`src/rtl/tmr_evt_pkg.sv`:
```
`timescale 1ns/1ps
package tmr_evt_pkg;
  localparam int AW    = 4;
  localparam int N_ALM = 2;
  localparam int N_TRG = 2;
  localparam int N_PP  = 3;

  // register word addresses
  localparam logic [AW-1:0] ADR_CTRL    = 4'd0;
  localparam logic [AW-1:0] ADR_EVT     = 4'd1;
  localparam logic [AW-1:0] ADR_MASK    = 4'd2;
  localparam logic [AW-1:0] ADR_ALM1_LO = 4'd4;
  localparam logic [AW-1:0] ADR_ALM1_HI = 4'd5;
  localparam logic [AW-1:0] ADR_ALM2_LO = 4'd6;
  localparam logic [AW-1:0] ADR_ALM2_HI = 4'd7;
  localparam logic [AW-1:0] ADR_CAP1_LO = 4'd8;
  localparam logic [AW-1:0] ADR_CAP1_HI = 4'd9;
  localparam logic [AW-1:0] ADR_CAP2_LO = 4'd10;
  localparam logic [AW-1:0] ADR_CAP2_HI = 4'd11;

  // event bit positions (shared by the mask)
  localparam int EB_TRG2 = 25;
  localparam int EB_TRG1 = 24;
  localparam int EB_ALM2 = 17;
  localparam int EB_ALM1 = 16;
  localparam int EB_PP1  = 7;   // PP2 = 6, PP3 = 5

  // control bit positions
  localparam int CB_ALM1_POL  = 31;
  localparam int CB_ALM2_POL  = 30;
  localparam int CB_TRG2_EDGE = 9;
  localparam int CB_TRG1_EDGE = 8;

  localparam logic [31:0] EVT_IMPL  = 32'h0303_00E0;
  localparam logic [31:0] CTRL_IMPL = 32'hC000_0300;
endpackage

```
`src/rtl/tmr_alarm_ch.sv`:
```
`timescale 1ns/1ps
module tmr_alarm_ch #(
  parameter int TW = 64,
  parameter int DW = 32
) (
  input  logic          clk,
  input  logic          rst_n,
  input  logic [TW-1:0] time_now,
  input  logic          wr_lo,
  input  logic          wr_hi,
  input  logic [DW-1:0] wr_data,
  input  logic          pol,
  output logic [TW-1:0] alm_val,
  output logic          fire,
  output logic          alm_out
);
  localparam int HW = TW - DW;

  logic [DW-1:0] lo_q;
  logic [HW-1:0] hi_q;
  logic          armed_q;
  logic          hit_q;

  assign alm_val = {hi_q, lo_q};
  assign fire    = armed_q && (time_now == alm_val);
  assign alm_out = hit_q ^ pol;

  always_ff @(posedge clk or negedge rst_n) begin
    if (!rst_n) begin
      lo_q    <= '0;
      hi_q    <= '0;
      armed_q <= 1'b0;
      hit_q   <= 1'b0;
    end else begin
      hit_q <= fire;
      if (fire)  armed_q <= 1'b0;
      if (wr_lo) begin
        lo_q    <= wr_data;
        armed_q <= 1'b0;
      end
      if (wr_hi) begin
        hi_q    <= wr_data[HW-1:0];
        armed_q <= 1'b1;
      end
    end
  end

  AST_FIRE_ON_MATCH: assert property (@(posedge clk) disable iff (!rst_n)
    hit_q |-> ($past(time_now) == $past(alm_val)));
  AST_ONE_SHOT: assert property (@(posedge clk) disable iff (!rst_n)
    (hit_q && !$past(wr_hi)) |-> !armed_q);
  AST_PULSE_ONE_CYCLE: assert property (@(posedge clk) disable iff (!rst_n)
    (hit_q && !$past(wr_hi)) |=> !hit_q);
endmodule

```
`src/rtl/tmr_trig_cap.sv`:
```
`timescale 1ns/1ps
module tmr_trig_cap #(
  parameter int TW   = 64,
  parameter int SYNC = 2
) (
  input  logic          clk,
  input  logic          rst_n,
  input  logic          trig_in,
  input  logic          fall_sel,
  input  logic [TW-1:0] time_now,
  output logic [TW-1:0] cap_q,
  output logic          cap_evt
);
  // sh[SYNC-1] is the synchronized level, sh[SYNC] its previous value
  logic [SYNC:0] sh;
  logic          rise, fall;

  assign rise    = sh[SYNC-1] & ~sh[SYNC];
  assign fall    = ~sh[SYNC-1] & sh[SYNC];
  assign cap_evt = fall_sel ? fall : rise;

  always_ff @(posedge clk or negedge rst_n) begin
    if (!rst_n) begin
      sh    <= '0;
      cap_q <= '0;
    end else begin
      sh <= {sh[SYNC-1:0], trig_in};
      if (cap_evt) cap_q <= time_now;
    end
  end

  AST_CAPTURE_TIME: assert property (@(posedge clk) disable iff (!rst_n)
    cap_evt |=> (cap_q == $past(time_now)));
endmodule

```
`src/rtl/tmr_evt_reg.sv`:
```
`timescale 1ns/1ps
module tmr_evt_reg #(
  parameter int            DW   = 32,
  parameter logic [DW-1:0] IMPL = '1
) (
  input  logic          clk,
  input  logic          rst_n,
  input  logic [DW-1:0] set_vec,
  input  logic          evt_wr,
  input  logic          mask_wr,
  input  logic [DW-1:0] wr_data,
  output logic [DW-1:0] evt_q,
  output logic [DW-1:0] mask_q,
  output logic          irq
);
  logic [DW-1:0] clr;

  assign clr = evt_wr ? wr_data : '0;
  assign irq = |(evt_q & mask_q);

  always_ff @(posedge clk or negedge rst_n) begin
    if (!rst_n) begin
      evt_q  <= '0;
      mask_q <= '0;
    end else begin
      evt_q <= ((evt_q & ~clr) | set_vec) & IMPL;
      if (mask_wr) mask_q <= wr_data & IMPL;
    end
  end

  AST_W1C_CLEARS: assert property (@(posedge clk) disable iff (!rst_n)
    evt_wr |=> ((evt_q & $past(wr_data & ~set_vec & IMPL)) == '0));
  AST_STICKY_HOLD: assert property (@(posedge clk) disable iff (!rst_n)
    !evt_wr |=> ((evt_q & $past(evt_q)) == $past(evt_q)));
  AST_SET_WINS: assert property (@(posedge clk) disable iff (!rst_n)
    (set_vec != '0) |=> ((evt_q & $past(set_vec & IMPL)) == $past(set_vec & IMPL)));
endmodule

```
`src/rtl/tmr_evt_unit.sv`:
```
`timescale 1ns/1ps
module tmr_evt_unit
  import tmr_evt_pkg::*;
#(
  parameter int TW   = 64,
  parameter int DW   = 32,
  parameter int SYNC = 2
) (
  input  logic          clk,
  input  logic          rst_n,
  input  logic [TW-1:0] time_now,
  input  logic [N_PP-1:0] pulse_in,
  input  logic [N_TRG-1:0] trig_in,
  input  logic          wr_en,
  input  logic [AW-1:0] wr_addr,
  input  logic [DW-1:0] wr_data,
  input  logic [AW-1:0] rd_addr,
  output logic [DW-1:0] rd_data,
  output logic [N_ALM-1:0] alarm_out,
  output logic          irq
);
  logic [DW-1:0]    ctrl_q;
  logic [DW-1:0]    evt_q, mask_q, set_vec;
  logic [TW-1:0]    alm_val [N_ALM];
  logic [TW-1:0]    cap_val [N_TRG];
  logic [N_ALM-1:0] alm_fire;
  logic [N_TRG-1:0] trg_evt;

  always_ff @(posedge clk or negedge rst_n) begin
    if (!rst_n)                             ctrl_q <= '0;
    else if (wr_en && wr_addr == ADR_CTRL)  ctrl_q <= wr_data & CTRL_IMPL;
  end

  for (genvar i = 0; i < N_ALM; i++) begin : g_alm
    localparam logic [AW-1:0] LO_A = (i == 0) ? ADR_ALM1_LO : ADR_ALM2_LO;
    localparam logic [AW-1:0] HI_A = (i == 0) ? ADR_ALM1_HI : ADR_ALM2_HI;
    localparam int            PB   = (i == 0) ? CB_ALM1_POL : CB_ALM2_POL;
    tmr_alarm_ch #(.TW(TW), .DW(DW)) u_alm (
      .clk(clk), .rst_n(rst_n), .time_now(time_now),
      .wr_lo(wr_en && wr_addr == LO_A),
      .wr_hi(wr_en && wr_addr == HI_A),
      .wr_data(wr_data), .pol(ctrl_q[PB]),
      .alm_val(alm_val[i]), .fire(alm_fire[i]), .alm_out(alarm_out[i])
    );
  end

  for (genvar i = 0; i < N_TRG; i++) begin : g_trg
    localparam int EB = (i == 0) ? CB_TRG1_EDGE : CB_TRG2_EDGE;
    tmr_trig_cap #(.TW(TW), .SYNC(SYNC)) u_trg (
      .clk(clk), .rst_n(rst_n), .trig_in(trig_in[i]),
      .fall_sel(ctrl_q[EB]), .time_now(time_now),
      .cap_q(cap_val[i]), .cap_evt(trg_evt[i])
    );
  end

  always_comb begin
    set_vec = '0;
    for (int k = 0; k < N_PP; k++) set_vec[EB_PP1-k] = pulse_in[k];
    set_vec[EB_ALM1] = alm_fire[0];
    set_vec[EB_ALM2] = alm_fire[1];
    set_vec[EB_TRG1] = trg_evt[0];
    set_vec[EB_TRG2] = trg_evt[1];
  end

  tmr_evt_reg #(.DW(DW), .IMPL(EVT_IMPL)) u_evt (
    .clk(clk), .rst_n(rst_n), .set_vec(set_vec),
    .evt_wr(wr_en && wr_addr == ADR_EVT),
    .mask_wr(wr_en && wr_addr == ADR_MASK),
    .wr_data(wr_data), .evt_q(evt_q), .mask_q(mask_q), .irq(irq)
  );

  always_comb begin
    case (rd_addr)
      ADR_CTRL:    rd_data = ctrl_q;
      ADR_EVT:     rd_data = evt_q;
      ADR_MASK:    rd_data = mask_q;
      ADR_ALM1_LO: rd_data = alm_val[0][DW-1:0];
      ADR_ALM1_HI: rd_data = DW'(alm_val[0][TW-1:DW]);
      ADR_ALM2_LO: rd_data = alm_val[1][DW-1:0];
      ADR_ALM2_HI: rd_data = DW'(alm_val[1][TW-1:DW]);
      ADR_CAP1_LO: rd_data = cap_val[0][DW-1:0];
      ADR_CAP1_HI: rd_data = DW'(cap_val[0][TW-1:DW]);
      ADR_CAP2_LO: rd_data = cap_val[1][DW-1:0];
      ADR_CAP2_HI: rd_data = DW'(cap_val[1][TW-1:DW]);
      default:     rd_data = '0;
    endcase
  end

  AST_CTRL_ONLY_IMPL: assert property (@(posedge clk) disable iff (!rst_n)
    (wr_en && wr_addr == ADR_CTRL) |=> (ctrl_q == ($past(wr_data) & CTRL_IMPL)));
endmodule

```
`config.mk`:
```
export PLATFORM = sky130hd
export DESIGN_NAME = tmr_evt_unit
export DESIGN_NICKNAME = d
export VERILOG_FILES = /design/src/rtl/tmr_evt_pkg.sv /design/src/rtl/tmr_alarm_ch.sv /design/src/rtl/tmr_trig_cap.sv /design/src/rtl/tmr_evt_reg.sv /design/src/rtl/tmr_evt_unit.sv
export SDC_FILE = /design/constraint.sdc
export NUM_CORES = 1
export LEC_CHECK = 0
export CORE_MARGIN = 5
export CORE_UTILIZATION = 60
export DETAILED_ROUTE_END_ITERATION = 12
export DONT_BUFFER_PORTS = 1
export PLACE_DENSITY = 0.75
export SLEW_MARGIN = 20
export SYNTH_ARGS = -nofsm -noshare
export SYNTH_HDL_FRONTEND = slang
export SYNTH_SLANG_ARGS = --single-unit
```
`constraint.sdc`:
```
create_clock -name clk -period 2.5 [get_ports clk]
set_clock_uncertainty 0.2 [all_clocks]
set_input_delay 0.5 -clock clk [delete_from_list [all_inputs] [get_ports clk]]
set_output_delay 0.5 -clock clk [all_outputs]
set_load 0.05 [all_outputs]
```
==> results of run 1 <==
-- worst min path at each step --
stage	start	to	depth (start not counted)
finish	rst_n	g_trg[0].u_trg.cap_q[35]	0
global route	rst_n	g_trg[0].u_trg.cap_q[35]	0
CTS	rst_n	g_trg[0].u_trg.cap_q[35]	0
detailed placement	rst_n	g_trg[0].u_trg.cap_q[3]	0
global placement	rst_n	g_trg[0].u_trg.cap_q[3]	0
floorplan	rst_n	ctrl_q[30]	0
-- area by class of cell --
cell class | instances | share of cell area
sequential | 284 | 0.380
clock inverter | 6 | 0.00461
multi-input combinational | 677 | 0.391
tap | 285 | 0.0190
inverter | 3 | 0.00267
timing repair buffer | 241 | 0.153
antenna | 1 | 0.000134
clock buffer | 49 | 0.0499
-- cell usage after synthesis, types with 2 or more instances --
cell      instances  area, um^2
nand4_1          21         131
mux2_2          264        2970
clkbuf_1          6        22.5
nand2_1          14        52.6
inv_1             3        11.3
and3_4            2        22.5
nor3_1            4        20.0
a31oi_1          17         106
ha_1              3        37.5
nor2_1            3        11.3
buf_4            11        82.6
a21o_1            5        37.5
o21ai_0           3        15.0
a22o_4            4        70.1
mux2_1            4        45.0
a22o_1           22         193
buf_2            36         180
nand3b_1          3        22.5
a21oi_1           5        25.0
nand3_1           3        15.0
nor4_1           20         125
a41oi_1          14         123
o21ai_1           2        10.0
a221oi_2         10         150
xor2_1           66         578
nand2b_1          2        12.5
a22oi_1          86         646
dfrtp_1         284        7110
buf_6            10         113
xnor2_1          64         561
and3b_1           3        26.3
and2_1            5        31.3
a221oi_1         15         131
-- critical path, delay by kind of cell (launching register included) --
| kind | cells | cell delay, ns |
|---|---|---|
| compound gates | 1 | 0.52 |
| flops | 1 | 0.39 |
| simple gates | 1 | 0.26 |
| buf+inv | 1 | 0.22 |
-- power groups by stage --
stage / sequential, mW / clock, mW / combinational (mW)
finish: 6.92 / 4.58 / 3.84
global route: 7.06 / 4.81 / 4.02
CTS: 6.82 / 4.59 / 3.72
detailed placement: 6.83 / 0 / 3.43
global placement: 6.77 / 0 / 3.33
floorplan: 6.54 / 0 / 2.47
-- flip-flops by register name, summed over array words and instances, names as in the netlist --
signal	cells
g_alm.u_alm.lo_q	64
ctrl_q	4
u_evt.mask_q	7
g_alm.u_alm.hi_q	64
g_alm.u_alm.armed_q	2
g_trg.u_trg.cap_q	128
g_alm.u_alm.hit_q	2
g_trg.u_trg.sh	6
u_evt.evt_q	7
-- per-layer routing --
metal / up-vias / share of wire / GRT usage
met3: 146 / 0.092 / 0.0853
met4: 2 / 0.048 / 0.144
met1: 5408 / 0.39 / 0.463
met2: 570 / 0.47 / 0.568
met5: - / 0.00019 / 0
li1: 4312 / - / -
-- what timing repair did --
action | in CTS | in global routing
pin swaps | 39 | 25
endpoints found under the setup margin | 32 | 34
resized for setup | 75 | 30
gates cloned | 2 | 1
setup buffers | 15 | 6
hold endpoints to repair | 560 | 284
-- stage by stage --
| stage | cell area, um^2 | worst slack [ns] | std cells | util |
|---|---|---|---|---|
| global placement | 16000 | -0.176 | 1367 | 0.706 |
| global route | 18700 | -0.157 | 1545 | 0.827 |
| CTS | 18500 | -0.105 | 1542 | 0.818 |
| detailed placement | 16000 | -0.228 | 1367 | 0.706 |
| finish | 18700 | -0.154 | 1546 | 0.827 |
| floorplan | 14400 | -0.00176 | 1025 | - |
-- cell families (layout without fill, tap and decap cells) --
family | Yosys count | count (layout) | synth area share
buffers and inverters | 66 | 299 | 0.0296
multiplexers | 269 | 269 | 0.219
AND/OR/NAND/NOR | 88 | 90 | 0.0402
other | 0 | 1 | 0
AO/OA/AOI/OAI | 185 | 185 | 0.111
flip-flops | 284 | 284 | 0.515
XOR/XNOR | 130 | 130 | 0.0825
adder cells (fa/ha/maj) | 3 | 3 | 0.00272
==> impl_metrics.yaml, run 1 <==
run_status:
  status: "finished, violations left"
  violations: "hold timing, setup timing"
drt:
  routed_wl_mm: 46.7
  drtIter0Drc: 869
  wl_per_cell_um: 30.2
  antenna_left: 0
  vias: 10400
  drtPass1Iterations: 5
  post-route-drc-count: 0
  routed_via_density: 6.75
pwr:
  intPower_mw: 10.7
  seqPwrFrac: 0.451
  power.density_nw_per_um2: 819
  p_total_mw: 15.3
  p_sw_mw: 4.66
  ir_drop_v: 0.000774
  power.leakage_nw: 7.37
  pwr-share-comb: 0.250
  p_sw_frac: 0.304
  power.clock.fraction: 0.298
job:
  maxCapViolCount: 0
global_route:
  grt_pass1_wl_mm: 70.6
  antenna_found_initial: 1
  grt_use_total: 0.352
  grt_max_degree: 285
  grt-ovfl-total: 0
  grt_pass1_vias: 11400
clock_network:
  insertion_delay_ns: 0.56
  clock_sinks: 284
  cts_tree: "yes"
  cts-buffers-inserted: 31
  cts_root_buf: "clkbuf_16"
  clkTransAtPathRegs_ns: 0.06
  clockBufferDepth: 3
  hold_buffers: 104
  cts.htree.levels: 1
yosys:
  synth_ff_type: "dfrtp_1"
  ys_async_sr_fraction: 1.00
  yosysWarnings: 0
  synth_area_um2: 13800
  synth.yosys.seq_area_share: 0.515
  synth_edf_count: 0
  yosysUniqueCellTypes: 44
  ys_seq_elements: 284
  syn-num-nets: 1140
  syn_area_per_cell_um2: 13.5
  synth_cells: 1025
sta:
  max_slew_margin: 0.409
  finalHoldViolCount: 284
  setup_viol: 30
  setup_slack_ns: -0.154
  tightestPinTransition_ns: 0.886
  rsz0062_at_grt: "true"
  fin_tns_setup_ns: -1.65
  finalCriticalPeriod_ns: 2.65
  fmax_ghz: 0.377
  slew_viol_final: 0
  period_share: 1.06
  hold_ws_ns: -0.561
floorplan:
  start_util: 0.610
  dieArea_um2: 26100
  core-area_um2: 22600
  die_w_um: 162
  rows: 55
  die_h_um: 162
  ioPinCount: 147
worst_setup_path:
  cp.required_ns: 1.80
  crit_start: "u_evt.mask_q[25]"
  r2r_cells: 5
  critPathKind: "reg -> out"
  worstReg2RegEnd: "g_alm[0].u_alm.hit_q"
  worstSetupEndpoint: "irq"
  arrival_ns: 1.95
  worst_setup_path_start_kind: "flip-flop"
  worstSetupEndpointType: "primary output"
  cp_max_fo: 2
  reg2reg_from: "g_alm[0].u_alm.lo_q[24]"
  regToRegSetupSlack_ns: -0.01
  path_cells: "a222oi_1, nand3_1, buf_6"
  worst_path_max_delay_cell: "a222oi_1"
  critPathMaxStageDelay_ns: 0.52
hold_path:
  holdCritPathClass: "in -> async"
placement:
  dp_hpwl_mm: 28.9
  portBuffers: 0
  place.gp.congestion: 0.859
final_layout:
  multiInputGateArea_um2: 7320
  register_area_um2: 7110
  layout-drive-gt1-share: 0.457
  fillers: 1133
  area_delta_synth_final_pct: 35.7
  nets: 1353
  mostFrequentLayoutCells: "282 x dfrtp_1, 264 x mux2_2, 104 x dlygate4sd3_1, 66 x xor2_1, 64 x xnor2_1"
  final_common_cell: "dfrtp_1"
No activity file was read; power rests on OpenSTA's default activity.
==> run 2: changes to the inputs <==
Settings changed: ABC_CLOCK_PERIOD_IN_PS set to 2500, PLACE_DENSITY 0.75 to 0.81.
==> run 2 against run 1 <==
Against the previous run: the flow still finishes with violations (hold timing, setup timing); via count is 11% higher; total power rose by 2.0%; non-clock buffer count increased by 12; critical path depth rose by 4; final area rose by 1.4%.
==> impl_metrics.yaml, run 2 (synthesis gave the netlist of run 1 again) <==
run_status:
  status: "finished, violations left"
  violations: "hold timing, setup timing"
sta:
  setup_slack_ns: -0.358
  hold_ws_ns: -0.578
  slew_viol_final: 0
  setup_viol: 37
  period_share: 1.14
  rsz0062_at_grt: "true"
  tightestPinTransition_ns: 1.04
  fin_tns_setup_ns: -4.37
  fmax_ghz: 0.350
  max_slew_margin: 0.300
  finalCriticalPeriod_ns: 2.86
  finalHoldViolCount: 284
clock_network:
  hold_buffers: 104
  clkTransAtPathRegs_ns: 0.07
  cts_tree: "yes"
  cts_root_buf: "clkbuf_16"
  cts-buffers-inserted: 30
  clockBufferDepth: 3
  clock_sinks: 284
  insertion_delay_ns: 0.57
  cts.htree.levels: 1
floorplan:
  die_w_um: 162
  start_util: 0.610
  core-area_um2: 22600
  die_h_um: 162
  ioPinCount: 147
  dieArea_um2: 26100
  rows: 55
pwr:
  p_sw_frac: 0.333
  p_total_mw: 15.6
  power.leakage_nw: 7.45
  p_sw_mw: 5.22
  seqPwrFrac: 0.456
  power.clock.fraction: 0.279
  ir_drop_v: 0.000733
  intPower_mw: 10.4
  power.density_nw_per_um2: 824
  pwr-share-comb: 0.265
worst_setup_path:
  cp.depth: 7
  worstSetupEndpointType: "flip-flop"
  path_cells: "buf_4, xor2_1, nor4_1, nand4_1, nor4_2, buf_4, and2_1"
  arrival_ns: 3.14
  r2r_cells: 7
  critPathMaxStageDelay_ns: 0.85
  worst_path_max_delay_cell: "nor4_1"
  cp_max_fo: 3
  crit_buf_inv: 2
  critPathKind: "reg -> reg"
  worst_setup_path_start_kind: "flip-flop"
  path_delay_family: "simple AND/OR/NAND/NOR gates"
  cp.required_ns: 2.78
  crit_top_cell: "buf_4"
final_layout:
  top_register: "g_trg.u_trg.cap_q"
  register_area_um2: 7110
  nets: 1364
  area_delta_synth_final_pct: 37.6
  final_cell_area_um2: 19000
  final_cells: 1555
  fillers: 898
  largest_reg_flops: 128
  multiInputGateArea_um2: 7500
  final_common_cell: "dfrtp_1"
  reg_top3: "g_trg.u_trg.cap_q x128, g_alm.u_alm.hi_q x64, g_alm.u_alm.lo_q x64"
  mostFrequentLayoutCells: "283 x dfrtp_1, 264 x mux2_2, 104 x dlygate4sd3_1, 66 x xor2_1"
  layout-drive-gt1-share: 0.479
  utilization: 0.839
drt:
  drtPass1Iterations: 6
  routed_via_density: 7.48
  post-route-drc-count: 0
  vias: 11600
  routed_wl_mm: 56.2
  wl_per_cell_um: 36.2
  antenna_left: 0
  drtIter0Drc: 1806
hold_path:
  holdCritPathClass: "in -> async"
global_route:
  antenna_found_initial: 2
  grt_pass1_vias: 12300
  grt_use_total: 0.388
  grt_max_degree: 285
  grt_pass1_wl_mm: 77.4
  grt-ovfl-total: 0
placement:
  pre_cts_slack_ns: -0.178
  dpl.cell_count: 1366
  dp_hpwl_mm: 28.6
  place_area_um2: 16000
  portBuffers: 0
  place.gp.congestion: 0.902
job:
  maxCapViolCount: 0
-- run 2: cell types whose count changed in the layout (fill, tap and decap cells not counted), sizes merged --
cell and delta:
buf +12, clkinv +2, inv -1, and2 +1, bufinv -2, and3 -1, clkbuf -2
-- run 2: final timing paths --
path                                          from                 endpoint  slack [ns]
setup / recovery           g_alm[1].u_alm.hi_q[29]     g_alm[1].u_alm.hit_q       -0.36
hold / removal                               rst_n  g_alm[0].u_alm.lo_q[10]       -0.58
setup reg to reg           g_alm[1].u_alm.hi_q[29]     g_alm[1].u_alm.hit_q       -0.36
hold reg to reg               g_trg[0].u_trg.sh[0]     g_trg[0].u_trg.sh[1]        0.15
max in group asynchronous                    rst_n  g_alm[1].u_alm.lo_q[31]        1.99
min in group clk                        wr_addr[1]   g_alm[1].u_alm.armed_q        0.15
-- run 2: worst reg2reg max path, stage by stage, from the launching register on --
cell and delay [ns]:
dfrtp_1 0.41, buf_4 0.16, xor2_1 0.17, nor4_1 0.85, nand4_1 0.24, nor4_2 0.36
buf_4 0.19, and2_1 0.19
-- run 2: area by class of cell --
type                            count  share of cell area
Antenna cell                        1            0.000132
Tap cell                          285              0.0188
Clock buffer                       47              0.0477
Multi-Input combinational cell    677               0.395
Inverter                            3             0.00336
Clock inverter                      5             0.00145
Sequential cell                   284               0.374
Timing Repair Buffer              253               0.159
-- run 2: metal layers --
layer / global-route usage / wire length (um) / up-vias
met1: 0.478 / 19200 / 5821
met5: 0.00947 / 41 / -
met3: 0.115 / 7050 / 370
met4: 0.236 / 4910 / 4
li1: - / - / 4316
met2: 0.608 / 25000 / 1117
-- run 2: power by group through the flow --
stage	Combinational, mW	Clock (mW)	Sequential, mW
floorplan	2.47	0	6.54
global placement	3.28	0	6.76
detailed placement	3.38	0	6.83
CTS	3.71	4.26	6.86
global route	4.25	4.52	7.22
finish	4.14	4.37	7.13
-- run 2: repair_timing --
| action | 4_1_cts | 5_1_grt |
|---|---|---|
| gates cloned | 2 | 0 |
| setup endpoints to repair | 32 | 39 |
| setup buffers | 26 | 12 |
| pin swaps | 52 | 42 |
| endpoints found under the hold margin | 560 | 284 |
| resized for setup | 90 | 49 |
